[config.mk]
export PLATFORM = sky130hd
export DESIGN_NAME = irrx_regfifo
export DESIGN_NICKNAME = d
export VERILOG_FILES = /design/src/rtl/irrx_pkg.sv /design/src/rtl/irrx_fifo.sv /design/src/rtl/irrx_csr.sv /design/src/rtl/irrx_regfifo.sv
export SDC_FILE = /design/constraint.sdc
export NUM_CORES = 1
export LEC_CHECK = 0
export CAP_MARGIN = 20
export CORE_UTILIZATION = 64
export DETAILED_ROUTE_END_ITERATION = 16
export DONT_BUFFER_PORTS = 1
export PLACE_DENSITY = 0.92
export REMOVE_ABC_BUFFERS = 1
export SLEW_MARGIN = 30
export SYNTH_ARGS = -nofsm -noshare
export SYNTH_HDL_FRONTEND = slang
export SYNTH_SLANG_ARGS = --single-unit
[constraint.sdc]
create_clock -name clk -period 4.6 [get_ports clk]
set_clock_uncertainty 0.05 [all_clocks]
set_input_delay 0.46 -clock clk [delete_from_list [all_inputs] [get_ports clk]]
set_output_delay 0.46 -clock clk [all_outputs]
set_load 0.02 [all_outputs]
[src/rtl/irrx_pkg.sv]
package irrx_pkg;
    localparam logic [7:0] OFS_CTRL  = 8'h00;
    localparam logic [7:0] OFS_RXCFG = 8'h10;
    localparam logic [7:0] OFS_DATA  = 8'h20;
    localparam logic [7:0] OFS_IEN   = 8'h2C;
    localparam logic [7:0] OFS_STAT  = 8'h30;
    localparam logic [7:0] OFS_SCFG  = 8'h34;

    localparam int BIT_OVF = 0;
    localparam int BIT_PKT = 1;
    localparam int BIT_DAV = 4;
    localparam int CNT_LSB = 8;

    typedef struct packed {
        logic dav;
        logic pkt;
        logic ovf;
    } evflags_t;
endpackage

[src/rtl/irrx_fifo.sv]
module irrx_fifo #(
    parameter int DEPTH = 16,
    parameter int DW    = 8,
    localparam int AW   = $clog2(DEPTH),
    localparam int CW   = AW + 1
) (
    input  logic          clk,
    input  logic          rst_n,
    input  logic          push,
    input  logic [DW-1:0] push_data,
    input  logic          pop,
    output logic [DW-1:0] head,
    output logic          empty,
    output logic [CW-1:0] count,
    output logic [CW-1:0] count_nxt,
    output logic          ovf_evt
);
    localparam logic [CW-1:0] FULLV = CW'(DEPTH);

    typedef struct packed {
        logic [DEPTH-1:0][DW-1:0] mem;
        logic [AW-1:0]            wp;
        logic [AW-1:0]            rp;
        logic [CW-1:0]            cnt;
    } fst_t;

    fst_t q, d;
    logic full, pop_ok, push_ok;

    always_comb begin
        full    = (q.cnt == FULLV);
        empty   = (q.cnt == '0);
        pop_ok  = pop & ~empty;
        push_ok = push & (~full | pop_ok);
        ovf_evt = push & ~push_ok;
        d = q;
        if (push_ok) begin
            d.mem[q.wp] = push_data;
            d.wp        = q.wp + 1'b1;
        end
        if (pop_ok) begin
            d.rp = q.rp + 1'b1;
        end
        d.cnt = q.cnt + CW'(push_ok) - CW'(pop_ok);
    end

    always_ff @(posedge clk or negedge rst_n) begin
        if (!rst_n) q <= '0;
        else        q <= d;
    end

    assign head      = q.mem[q.rp];
    assign count     = q.cnt;
    assign count_nxt = d.cnt;

    AST_CNT_LIMIT: assert property (@(posedge clk) disable iff (!rst_n)
        q.cnt <= FULLV);
    AST_DROP_HOLDS: assert property (@(posedge clk) disable iff (!rst_n)
        (push && full && !pop) |=> (q.cnt == FULLV));
    AST_SAME_CYCLE: assert property (@(posedge clk) disable iff (!rst_n)
        (push && pop && full) |=> (q.cnt == FULLV && !$past(ovf_evt)));
    AST_POP_STEP: assert property (@(posedge clk) disable iff (!rst_n)
        (pop && !push && !empty) |=> (q.cnt == $past(q.cnt) - 1'b1));
endmodule

[src/rtl/irrx_csr.sv]
module irrx_csr
    import irrx_pkg::*;
#(
    parameter int CW = 5
) (
    input  logic          clk,
    input  logic          rst_n,
    input  logic          reg_rd,
    input  logic          reg_wr,
    input  logic [7:0]    reg_addr,
    input  logic [31:0]   reg_wdata,
    input  logic [7:0]    fifo_head,
    input  logic          fifo_empty,
    input  logic [CW-1:0] fifo_cnt,
    input  logic [CW-1:0] fifo_cnt_nxt,
    input  logic          ovf_evt,
    input  logic          pkt_end_evt,
    output logic          fifo_pop,
    output logic [31:0]   reg_rdata,
    output logic          irq,
    output logic          cfg_glb_en,
    output logic          cfg_rx_en,
    output logic [1:0]    cfg_mode,
    output logic          cfg_invert,
    output logic [5:0]    cfg_noise_thr,
    output logic [7:0]    cfg_idle_thr
);
    typedef struct packed {
        logic          glb;
        logic          rxe;
        logic [1:0]    mode;
        logic          inv;
        logic [5:0]    nthr;
        logic [7:0]    ithr;
        logic          ie_ovf;
        logic          ie_pkt;
        logic          ie_dav;
        logic [CW-1:0] lvl;
        evflags_t      fl;
        logic [31:0]   rdata;
    } cst_t;

    cst_t q, d;
    logic sel_ctrl, sel_rxcfg, sel_data, sel_ien, sel_stat, sel_scfg;
    logic [31:0] rd_mux;
    logic unused_wbits;

    assign unused_wbits = ^reg_wdata[31:16];

    always_comb begin
        sel_ctrl  = (reg_addr == OFS_CTRL);
        sel_rxcfg = (reg_addr == OFS_RXCFG);
        sel_data  = (reg_addr == OFS_DATA);
        sel_ien   = (reg_addr == OFS_IEN);
        sel_stat  = (reg_addr == OFS_STAT);
        sel_scfg  = (reg_addr == OFS_SCFG);
        fifo_pop  = reg_rd & sel_data;

        d = q;
        if (reg_wr && sel_ctrl) begin
            d.glb  = reg_wdata[0];
            d.rxe  = reg_wdata[1];
            d.mode = reg_wdata[5:4];
        end
        if (reg_wr && sel_rxcfg) begin
            d.inv = reg_wdata[2];
        end
        if (reg_wr && sel_scfg) begin
            d.nthr = reg_wdata[7:2];
            d.ithr = reg_wdata[15:8];
        end
        if (reg_wr && sel_ien) begin
            d.ie_ovf = reg_wdata[BIT_OVF];
            d.ie_pkt = reg_wdata[BIT_PKT];
            d.ie_dav = reg_wdata[BIT_DAV];
            d.lvl    = reg_wdata[CNT_LSB +: CW];
        end

        d.fl.ovf = (q.fl.ovf & ~(reg_wr & sel_stat & reg_wdata[BIT_OVF])) | ovf_evt;
        d.fl.pkt = (q.fl.pkt & ~(reg_wr & sel_stat & reg_wdata[BIT_PKT])) | pkt_end_evt;
        d.fl.dav = (q.fl.dav & ~(reg_wr & sel_stat & reg_wdata[BIT_DAV]))
                 | (fifo_cnt_nxt > d.lvl);

        rd_mux = '0;
        if (sel_ctrl) begin
            rd_mux[0]   = q.glb;
            rd_mux[1]   = q.rxe;
            rd_mux[5:4] = q.mode;
        end
        if (sel_rxcfg) rd_mux[2] = q.inv;
        if (sel_scfg) begin
            rd_mux[7:2]  = q.nthr;
            rd_mux[15:8] = q.ithr;
        end
        if (sel_ien) begin
            rd_mux[BIT_OVF]       = q.ie_ovf;
            rd_mux[BIT_PKT]       = q.ie_pkt;
            rd_mux[BIT_DAV]       = q.ie_dav;
            rd_mux[CNT_LSB +: CW] = q.lvl;
        end
        if (sel_stat) begin
            rd_mux[BIT_OVF]       = q.fl.ovf;
            rd_mux[BIT_PKT]       = q.fl.pkt;
            rd_mux[BIT_DAV]       = q.fl.dav;
            rd_mux[CNT_LSB +: CW] = fifo_cnt;
        end
        if (sel_data && !fifo_empty) rd_mux[7:0] = fifo_head;
        if (reg_rd) d.rdata = rd_mux;
    end

    always_ff @(posedge clk or negedge rst_n) begin
        if (!rst_n) q <= '0;
        else        q <= d;
    end

    assign reg_rdata     = q.rdata;
    assign irq           = (q.fl.ovf & q.ie_ovf) | (q.fl.pkt & q.ie_pkt) | (q.fl.dav & q.ie_dav);
    assign cfg_glb_en    = q.glb;
    assign cfg_rx_en     = q.rxe;
    assign cfg_mode      = q.mode;
    assign cfg_invert    = q.inv;
    assign cfg_noise_thr = q.nthr;
    assign cfg_idle_thr  = q.ithr;

    AST_OVF_SETS: assert property (@(posedge clk) disable iff (!rst_n)
        ovf_evt |=> q.fl.ovf);
    AST_PKT_SETS: assert property (@(posedge clk) disable iff (!rst_n)
        pkt_end_evt |=> q.fl.pkt);
    AST_DAV_LEVEL: assert property (@(posedge clk) disable iff (!rst_n)
        (fifo_cnt > q.lvl) |-> q.fl.dav);
    AST_W1C_CLEARS: assert property (@(posedge clk) disable iff (!rst_n)
        (reg_wr && sel_stat && reg_wdata[BIT_PKT] && !pkt_end_evt) |=> !q.fl.pkt);
    AST_IRQ_QUIET: assert property (@(posedge clk) disable iff (!rst_n)
        (!q.ie_ovf && !q.ie_pkt && !q.ie_dav) |-> !irq);
endmodule

[src/rtl/irrx_regfifo.sv]
module irrx_regfifo #(
    parameter int DEPTH = 16,
    localparam int CW   = $clog2(DEPTH) + 1
) (
    input  logic        clk,
    input  logic        rst_n,
    input  logic        samp_push,
    input  logic [7:0]  samp_byte,
    input  logic        samp_pkt_end,
    input  logic        reg_rd,
    input  logic        reg_wr,
    input  logic [7:0]  reg_addr,
    input  logic [31:0] reg_wdata,
    output logic [31:0] reg_rdata,
    output logic        irq,
    output logic        cfg_glb_en,
    output logic        cfg_rx_en,
    output logic [1:0]  cfg_mode,
    output logic        cfg_invert,
    output logic [5:0]  cfg_noise_thr,
    output logic [7:0]  cfg_idle_thr
);
    logic          pop_w, empty_w, ovf_w;
    logic [7:0]    head_w;
    logic [CW-1:0] cnt_w, cnt_nxt_w;

    irrx_fifo #(.DEPTH(DEPTH), .DW(8)) fifo_i (
        .clk       (clk),
        .rst_n     (rst_n),
        .push      (samp_push),
        .push_data (samp_byte),
        .pop       (pop_w),
        .head      (head_w),
        .empty     (empty_w),
        .count     (cnt_w),
        .count_nxt (cnt_nxt_w),
        .ovf_evt   (ovf_w)
    );

    irrx_csr #(.CW(CW)) csr_i (
        .clk           (clk),
        .rst_n         (rst_n),
        .reg_rd        (reg_rd),
        .reg_wr        (reg_wr),
        .reg_addr      (reg_addr),
        .reg_wdata     (reg_wdata),
        .fifo_head     (head_w),
        .fifo_empty    (empty_w),
        .fifo_cnt      (cnt_w),
        .fifo_cnt_nxt  (cnt_nxt_w),
        .ovf_evt       (ovf_w),
        .pkt_end_evt   (samp_pkt_end),
        .fifo_pop      (pop_w),
        .reg_rdata     (reg_rdata),
        .irq           (irq),
        .cfg_glb_en    (cfg_glb_en),
        .cfg_rx_en     (cfg_rx_en),
        .cfg_mode      (cfg_mode),
        .cfg_invert    (cfg_invert),
        .cfg_noise_thr (cfg_noise_thr),
        .cfg_idle_thr  (cfg_idle_thr)
    );
endmodule

; ---- After elaboration in Yosys (flattened, before gate mapping)
; Index checks and enable logic that the tools add are counted.
[op_classes]
add_sub_neg = 4
n_lt_le_gt_ge = 4
eq_ne = 6
n_mux = 17
bitwise_logic = 26
reduce_logical = 9
[op_table]
columns = cell, n
row1 = 128-bit bitwise mux, 1
row2 = 8-bit binary-select mux with 4-bit select, 1
row3 = 8-bit demux with 4-bit select, 1
row4 = 8-bit by 6-bit equality test with 1-bit output (second input constant), 4
row5 = 8-bit 2-to-1 mux, 3
row6 = 5-bit 2-to-1 mux, 3
row7 = 1-bit bitwise AND, 14
row8 = 14-bit 2-to-1 mux, 1
row9 = 4-bit by 5-bit < comparator with 1-bit output (second input constant), 2
row10 = 4-bit by 1-bit adder with 4-bit output (second input constant), 2
row11 = 8-bit by 5-bit equality test with 1-bit output (second input constant), 1
row12 = 8-bit zero test, 1
row13 = 2-bit 2-to-1 mux, 4
row14 = 1-bit logical AND, 6
row15 = 1-bit NOT, 6
row16 = 1-bit bitwise OR, 6
row17 = 5-bit by 1-bit adder with 5-bit output, 1
row18 = 5-bit equality test (second input constant), 1
row19 = 5-bit greater-than comparator, 1
row20 = 5-bit zero test, 1
row21 = 5-bit by 1-bit subtractor with 5-bit output, 1
row22 = 4-bit by 1-bit greater-or-equal comparator with 1-bit output (second input constant), 1
row23 = 1-bit 2-to-1 mux, 3
row24 = 1-bit zero test, 1
[word_totals]
regBits = 187
in_bits = 54
output_inout_bits = 52
elab_cells = 99

; ---- Logic depth before layout (Yosys ltp)
; Gate-level depths: netlist (run 1).
[depth]
word_depth = 9
mapped_depth = 21
mapped_depth_nobuf = 21

; ---- By module
; From an unflattened synthesis (run 1), not the netlist that was laid out.
[unflattened]
hier_cells = 714
hier_area_um2 = 9344.0
[by_module_without_submodules]
columns = mod, instances, cells_per_inst, area_per_inst_um2, seq_area_each_um2
row1 = irrx_fifo, 1, 464, 6759.0, 3528.4
row2 = irrx_csr, 1, 250, 2585.0, 1151.1

; ---- Worst setup path before layout (run 1)
; Ideal clock, no wire load.
[synth_timing]
path_kind = input port to flip-flop
start = in reg_addr[3]
end = reg csr_i.q[34] in the netlist's numbering
setup_ps = 130
t_arrival_ps = 3409
required_ps = 4420
path_slack_ps = 1011
stages = 17
path_buffers = 0
path_cell_list = or4_4 > nor2_4 > and3_1 > nand2_1 > inv_2 > ha_1 > inv_1 > ha_1 > inv_1 > fa_1 > inv_1 > ha_1 > nor2b_1 > o21ai_0 > nand2b_1 > a211oi_1 > o21ai_0
[synth_lines]
columns = item, line
row1 = from (decl), irrx_regfifo.sv:12  ; input logic [7:0] reg_addr,
row2 = to (signal assigned), irrx_csr.sv:112  ; if (!rst_n) q <= '0;
row3 = to (signal assigned), irrx_csr.sv:113  ; else q <= d;
row4 = to (decl), irrx_csr.sv:43  ; cst_t q, d;

==> results of run 1 <==
## path summary, 6_finish.rpt
path / endpoint / slack (ns) / start
worst min register to register: fifo_i.q[18] / 0.46 / fifo_i.q[18]
worst min-delay path: csr_i.cfg_idle_thr[7] / -0.34 / rst_n
min in group clk: csr_i.reg_rdata[11] / 0.05 / reg_rd
max in group asynchronous: fifo_i.q[55] / 4.57 / rst_n
worst max-delay path: csr_i.q[34] / 0.51 / fifo_i.count[3]
worst max register to register: csr_i.q[34] / 0.51 / fifo_i.count[3]
## layer usage
layer	part of all wire, %	global-route usage [%]	vias up
met5	0	0	-
met4	2.0	9.64	0
met3	6.7	6.91	31
met2	51	47.3	207
met1	40	32.6	2756
li1	-	-	2294
## synth_stat cells (2+ instances only)
library cell   count  area (um2)
dfrtp_1          187        4680
mux2_2           154        1730
buf_4             48         360
mux4_2            30         676
mux2i_1           23         230
inv_1             21        78.8
a21oi_1           18        90.1
ha_1              16         200
nand2_1           16        60.1
nor2_1            15        56.3
buf_2             12        60.1
nand3_4           12         210
nand3_1           10        50.1
o21ai_0           10        50.1
clkbuf_1           8        30.0
xnor2_1            8        70.1
dlygate4sd1_1      7        61.3
a222oi_1           6        60.1
and3_1             6        37.5
nor2b_1            6        37.5
a211oi_1           4        30.0
nand4_1            4        25.0
a221o_1            3        30.0
buf_1              3        11.3
clkbuf_8           3        41.3
nand4_2            3        37.5
a21o_1             2        15.0
a32oi_1            2        17.5
bufbuf_16          2        65.1
nand2b_1           2        12.5
nand4_4            2        42.5
nor3_1             2        10.0
o2bb2ai_1          2        17.5
xor2_1             2        17.5
## logic make-up after synthesis
logic type                 Yosys count  share of synthesized area [%]
AOI/OAI and AO/OA                   54                           3.98
xor gates and xnor gates            10                          0.926
adders and majority gates           17                           2.33
buffers and inverters              107                           7.86
DFF                                187                           49.5
muxes                              208                           28.1
other                                1                         0.0396
and+or+nand+nor                     90                           7.35
## flip-flops by register name (all words and copies together), names as in the netlist
signal,count
fifo_i.q,136
csr_i.cfg_idle_thr,8
csr_i.cfg_rx_en,1
csr_i.q,11
csr_i.cfg_invert,1
csr_i.cfg_glb_en,1
csr_i.cfg_mode,2
fifo_i.count,5
csr_i.reg_rdata,16
csr_i.cfg_noise_thr,6
## power by group
part	total [mW]	internal, mW	switching, mW
Clock	1.53	0.840	0.695
Sequential	2.67	2.25	0.418
Combinational	1.72	0.959	0.761
Total	5.92	4.05	1.87
## area by class of cell
class	count	area, um2	area share, %
clock buffers	18	439	4.51
inverters	22	82.6	0.847
well taps	184	230	2.36
flip-flops and latches	187	4680	48.0
clock inverters	14	180	1.85
repair buffers	5	37.5	0.385
multi-input cells	395	4100	42.0
## metrics by stage
step / utilization [%] / std cells
finish: 67.3 / 825
detailed placement: 63.0 / 793
global route: 67.3 / 825
floorplan: - / 604
CTS: 67.3 / 825
global placement: 63.0 / 793
## worst reg2reg max path: stages, from the launching register on
cell and delay, ns:
dfrtp_1 0.42, inv_1 0.10, ha_1 0.19, nor4b_1 0.39, nor2_1 0.12, and3_1 0.25
nand2_1 0.12, inv_2 0.11, ha_1 0.31, inv_1 0.07, ha_1 0.16, inv_1 0.06
fa_1 0.48, inv_1 0.05, ha_1 0.29, nor2b_1 0.14, o21ai_0 0.14, nand2b_1 0.08
a211oi_1 0.28, o21ai_0 0.15
==> results.tsv, run 1 <==
metric	value	unit
status	complete, but fails checks	
failed_checks	hold timing	
synth_area	9460	um2
die_area	15300	um2
synth-edff-count	0	
final_nets	699	
p_per_area	608	nW/um2
num-fill-cells	889	
die_h	124	um
drc_errors	0	
vdd_drop_max	0.000362	V
cts_tree	built	
critPathMaxFanout	8	
slew_headroom	42.7	%
place_area	9130	um2
clock_path_buffers	2	
slowest_stage	fa_1	
grt_pass1_vias	5656	
crit_chain	inv_1 > ha_1 > nor4b_1 > nor2_1 > and3_1 > nand2_1 > inv_2 > ha_1 > inv_1 > ha_1 > inv_1 > fa_1 > inv_1 > ha_1 > nor2b_1 > o21ai_0 > nand2b_1 > a211oi_1 > o21ai_0	
hold_viol	187	
finalCritPeriodShare	88.8	%
drive_above_1_share	38.8	%
synth_cells	674	
path_class	flip-flop to flip-flop	
layout_commonest_cell	dfrtp_1	
h-tree-depth	4	
maxCapViolCount	0	
drt_iter0_drc	380	
insertion_delay	0.45	ns
arrival	4.35	ns
power.total	5.92	mW
track_usage	27.2	%
vias	5288	
syn2layout_area_growth	2.99	%
path_depth	19	
syn_area_per_cell	14.0	um2
post_cts_resized	0	
cts_buffers	17	
hold_path.class	input pin to async pin	
r2r_cells	19	
post-cts-setup-buffers	0	
coreArea	14500	um2
num_rows	44	
dp_slack	0.591	ns
clock_sinks	187	
slowest_delay	0.48	ns
fmax	245	MHz
grt_max_degree	188	
place.port_buffers	0	
antennaDiodeCount	0	
cpLargestDelayFamily	adder cells	
seq_area_frac_synth	49.5	%
path_clk_slew	0.07	ns
setup_viol	0	
routedWlPerCell	23.7	um
ys_types	59	
end_kind	flip-flop	
wl	19.6	mm
yosysWarnings	0	
start_kind	flip-flop	
drt-pass1-iter-count	5	
grt.overflow.total	0	
cp_num_buf_inv	5	
grt_pass1_wl	30.3	mm
synth_async_sr_flop_share	100	%
start_util	65.3	%
ios	106	
finalWorstPathRequiredPeriod	4.09	ns
viasPerCell	6.41	
worstMarginPinSlew	0.860	ns
synthFlopType	dfrtp_1	
die_w	124	um
hold-worst-slack	-0.340	ns
antenna_found_initial	0	
p_leak	4.30	nW
synth_seq_cells	187	
ant_nets	0	
final_area	9740	um2
final_cell_mix	187 x dfrtp_1, 154 x mux2_2, 30 x mux4_2, 23 x mux2i_1, 21 x inv_1	
slew_viol_final	0	
rsz0062_at_grt	false	
finalSetupTns	0	ns
hpwl	12.7	mm
setup_ws	0.514	ns
finalWeightedCongestion	0.833	
clock-root-buffer	clkbuf_16	
worst_ep_required_time	4.86	ns
Power figures use the tool's default switching activity.
==> run 2: changes to the inputs <==
--- a/config.mk
+++ b/config.mk
@@ -9,7 +9,7 @@
 export CORE_UTILIZATION = 64
 export DETAILED_ROUTE_END_ITERATION = 16
 export DONT_BUFFER_PORTS = 1
-export PLACE_DENSITY = 0.92
+export PLACE_DENSITY = 0.8
 export REMOVE_ABC_BUFFERS = 1
 export SLEW_MARGIN = 30
 export SYNTH_ARGS = -nofsm -noshare
==> run 2 against run 1 <==
  * The run still ends with hold timing left
  * Combinational power shrank 4%
  * Cell area decreased by 0.65%
  * First-iteration DRC count down 5.0%
  * Critical endpoint unchanged
  * Sequential share of layout area is 0.33 points higher
==> results.tsv, run 2 (synthesis results as in run 1) <==
metric	value	unit	change
status	complete, but fails checks		unchanged
failed_checks	hold timing		unchanged
coreArea	14500	um2	unchanged
finish.utilization	66.9	%	was 67.3%
critPathMaxFanout	8		unchanged
viasPerCell	6.26		was 6.41
finalCritPeriodShare	87.8	%	was 88.8%
die_area	15300	um2	unchanged
grt.overflow.total	0		unchanged
worst_ep_required_time	4.86	ns	about the same
start_util	65.3	%	unchanged
num_rows	44		unchanged
slew_headroom	44.8	%	was 42.7%
hold-worst-slack	-0.331	ns	was -0.340 ns
crit_chain	inv_1 > ha_1 > nor4b_1 > nor2_1 > and3_1 > nand2_1 > inv_2 > ha_1 > inv_1 > ha_1 > inv_1 > fa_1 > inv_1 > ha_1 > nor2b_1 > o21ai_0 > nand2b_1 > a211oi_1 > o21ai_0		unchanged
maxCapViolCount	0		unchanged
finalWorstPathRequiredPeriod	4.04	ns	was 4.09 ns
met2_length	9.17	mm	was 10.1 mm
die_w	124	um	unchanged
vias	5164		was 5288
place_area	9130	um2	unchanged
arrival	4.30	ns	was 4.35 ns
slowest_delay	0.54	ns	was 0.48 ns
setup_viol	0		unchanged
fin_cells	825		unchanged
end_kind	flip-flop		unchanged
track_usage	25.2	%	was 27.2%
hpwl	12.0	mm	was 12.7 mm
path_clk_slew	0.07	ns	about the same
dr.max_layer_used	met4		unchanged
ios	106		unchanged
grt_pass1_wl	28.2	mm	was 30.3 mm
regMostFlops	fifo_i.q		unchanged
grt_pass1_vias	5397		was 5656
numPlacedInstances	793		unchanged
drc_errors	0		unchanged
power.total	5.66	mW	was 5.92 mW
hold_viol	187		unchanged
slew_viol_final	0		unchanged
finalWeightedCongestion	0.865		was 0.833
drive_above_1_share	39.0	%	was 38.8%
ant_nets	0		unchanged
antenna_found_initial	0		unchanged
clock_path_buffers	2		unchanged
post_cts_resized	0		unchanged
final_cell_mix	186 x dfrtp_1, 154 x mux2_2, 30 x mux4_2, 23 x mux2i_1, 21 x inv_1		was 187 x dfrtp_1, 154 x mux2_2, 30 x mux4_2, 23 x mux2i_1, 21 x inv_1
grt_max_degree	188		unchanged
p_per_area	584	nW/um2	was 608 nW/um2
drt_iter0_drc	361		was 380
cpLargestDelayFamily	adder cells		unchanged
syn2layout_area_growth	2.31	%	was 2.99%
cts_buffers	17		unchanged
drt-pass1-iter-count	6		was 5
insertion_delay	0.43	ns	was 0.45 ns
clock_sinks	187		unchanged
hold_path.class	input pin to async pin		unchanged
h-tree-depth	4		unchanged
layout_commonest_cell	dfrtp_1		unchanged
final_nets	699		unchanged
p_leak	4.27	nW	was 4.30 nW
cp_num_buf_inv	5		unchanged
post-cts-setup-buffers	0		unchanged
path_class	flip-flop to flip-flop		unchanged
clock-root-buffer	clkbuf_16		unchanged
vdd_drop_max	0.000294	V	was 0.000362 V
slowest_stage	nor4b_1		was fa_1
wl_met3	1.04	mm	was 1.31 mm
final_area	9680	um2	was 9740 um2
routedWlPerCell	21.9	um	was 23.7 um
antennaDiodeCount	0		unchanged
place.port_buffers	0		unchanged
start_kind	flip-flop		unchanged
die_h	124	um	unchanged
fmax	248	MHz	was 245 MHz
largest_reg_flops	136		unchanged
rsz0062_at_grt	false		unchanged
wirelength_met1	7.54	mm	was 7.81 mm
wl	18.0	mm	was 19.6 mm
worstMarginPinSlew	0.827	ns	was 0.860 ns
finalSetupTns	0	ns	unchanged
cts_tree	built		unchanged
run 2: cell count changes in the layout (fill, tap and decap cells not counted), sizes merged:
| cell | previous run | this run |
|---|---|---|
| inv | 28 | 27 |
| clkinvlp | 2 | 4 |
| bufinv | 2 | 0 |
| clkinv | 4 | 5 |
run 2: worst paths after layout:
| check | startpoint | to | slack [ns] | depth (start not counted) |
|---|---|---|---|---|
| worst min register to register | fifo_i.q[140] | fifo_i.q[140] | 0.45 | 1 |
| worst max register to register | fifo_i.count[2] | csr_i.q[34] | 0.56 | 19 |
| max in group asynchronous | rst_n | csr_i.q[42] | 4.50 | 0 |
| worst min-delay path | rst_n | csr_i.reg_rdata[4] | -0.33 | 0 |
| min in group clk | reg_rd | csr_i.reg_rdata[8] | 0.06 | 1 |
| worst max-delay path | fifo_i.count[2] | csr_i.q[34] | 0.56 | 19 |
run 2: metal layers:
metal	track usage, %	up-vias
li1	-	2305
met1	33.0	2646
met2	41.7	189
met3	4.44	24
met4	10.0	0
met5	0	-
run 2: worst reg2reg max path, stage by stage (launching register included):
cell,delay [ns]
dfrtp_1,0.40
inv_1,0.09
ha_1,0.17
nor4b_1,0.54
nor2_1,0.11
and3_1,0.25
nand2_1,0.12
inv_2,0.11
ha_1,0.28
inv_1,0.06
ha_1,0.15
inv_1,0.05
fa_1,0.49
inv_1,0.06
ha_1,0.28
nor2b_1,0.13
o21ai_0,0.15
nand2b_1,0.08
a211oi_1,0.23
o21ai_0,0.11
run 2: per-stage QoR:
step / hold slack [ns] / worst slack [ns]
2_1_floorplan: 0.114 / 0.902
3_3_place_gp: 0.118 / 0.732
3_5_place_dp: 0.118 / 0.662
4_1_cts: -0.342 / 0.605
5_1_grt: -0.349 / 0.360
6_report: -0.331 / 0.562
run 2: where the power goes:
| group | switching, mW | leakage, nW | internal, mW |
|---|---|---|---|
| combinational | 0.704 | 1.64 | 0.951 |
| clock | 0.656 | 0.265 | 0.718 |
| sequential | 0.378 | 2.36 | 2.25 |
| total | 1.74 | 4.27 | 3.92 |
run 2: layout make-up:
class                      instances  area, um2
inverter                          22       82.6
sequential                       187       4680
clock inverter                    14        115
tap                              184        230
multi-input combinational        395       4100
clock buffer                      18        439
timing repair buffer               5       37.5
fill                             963       4800
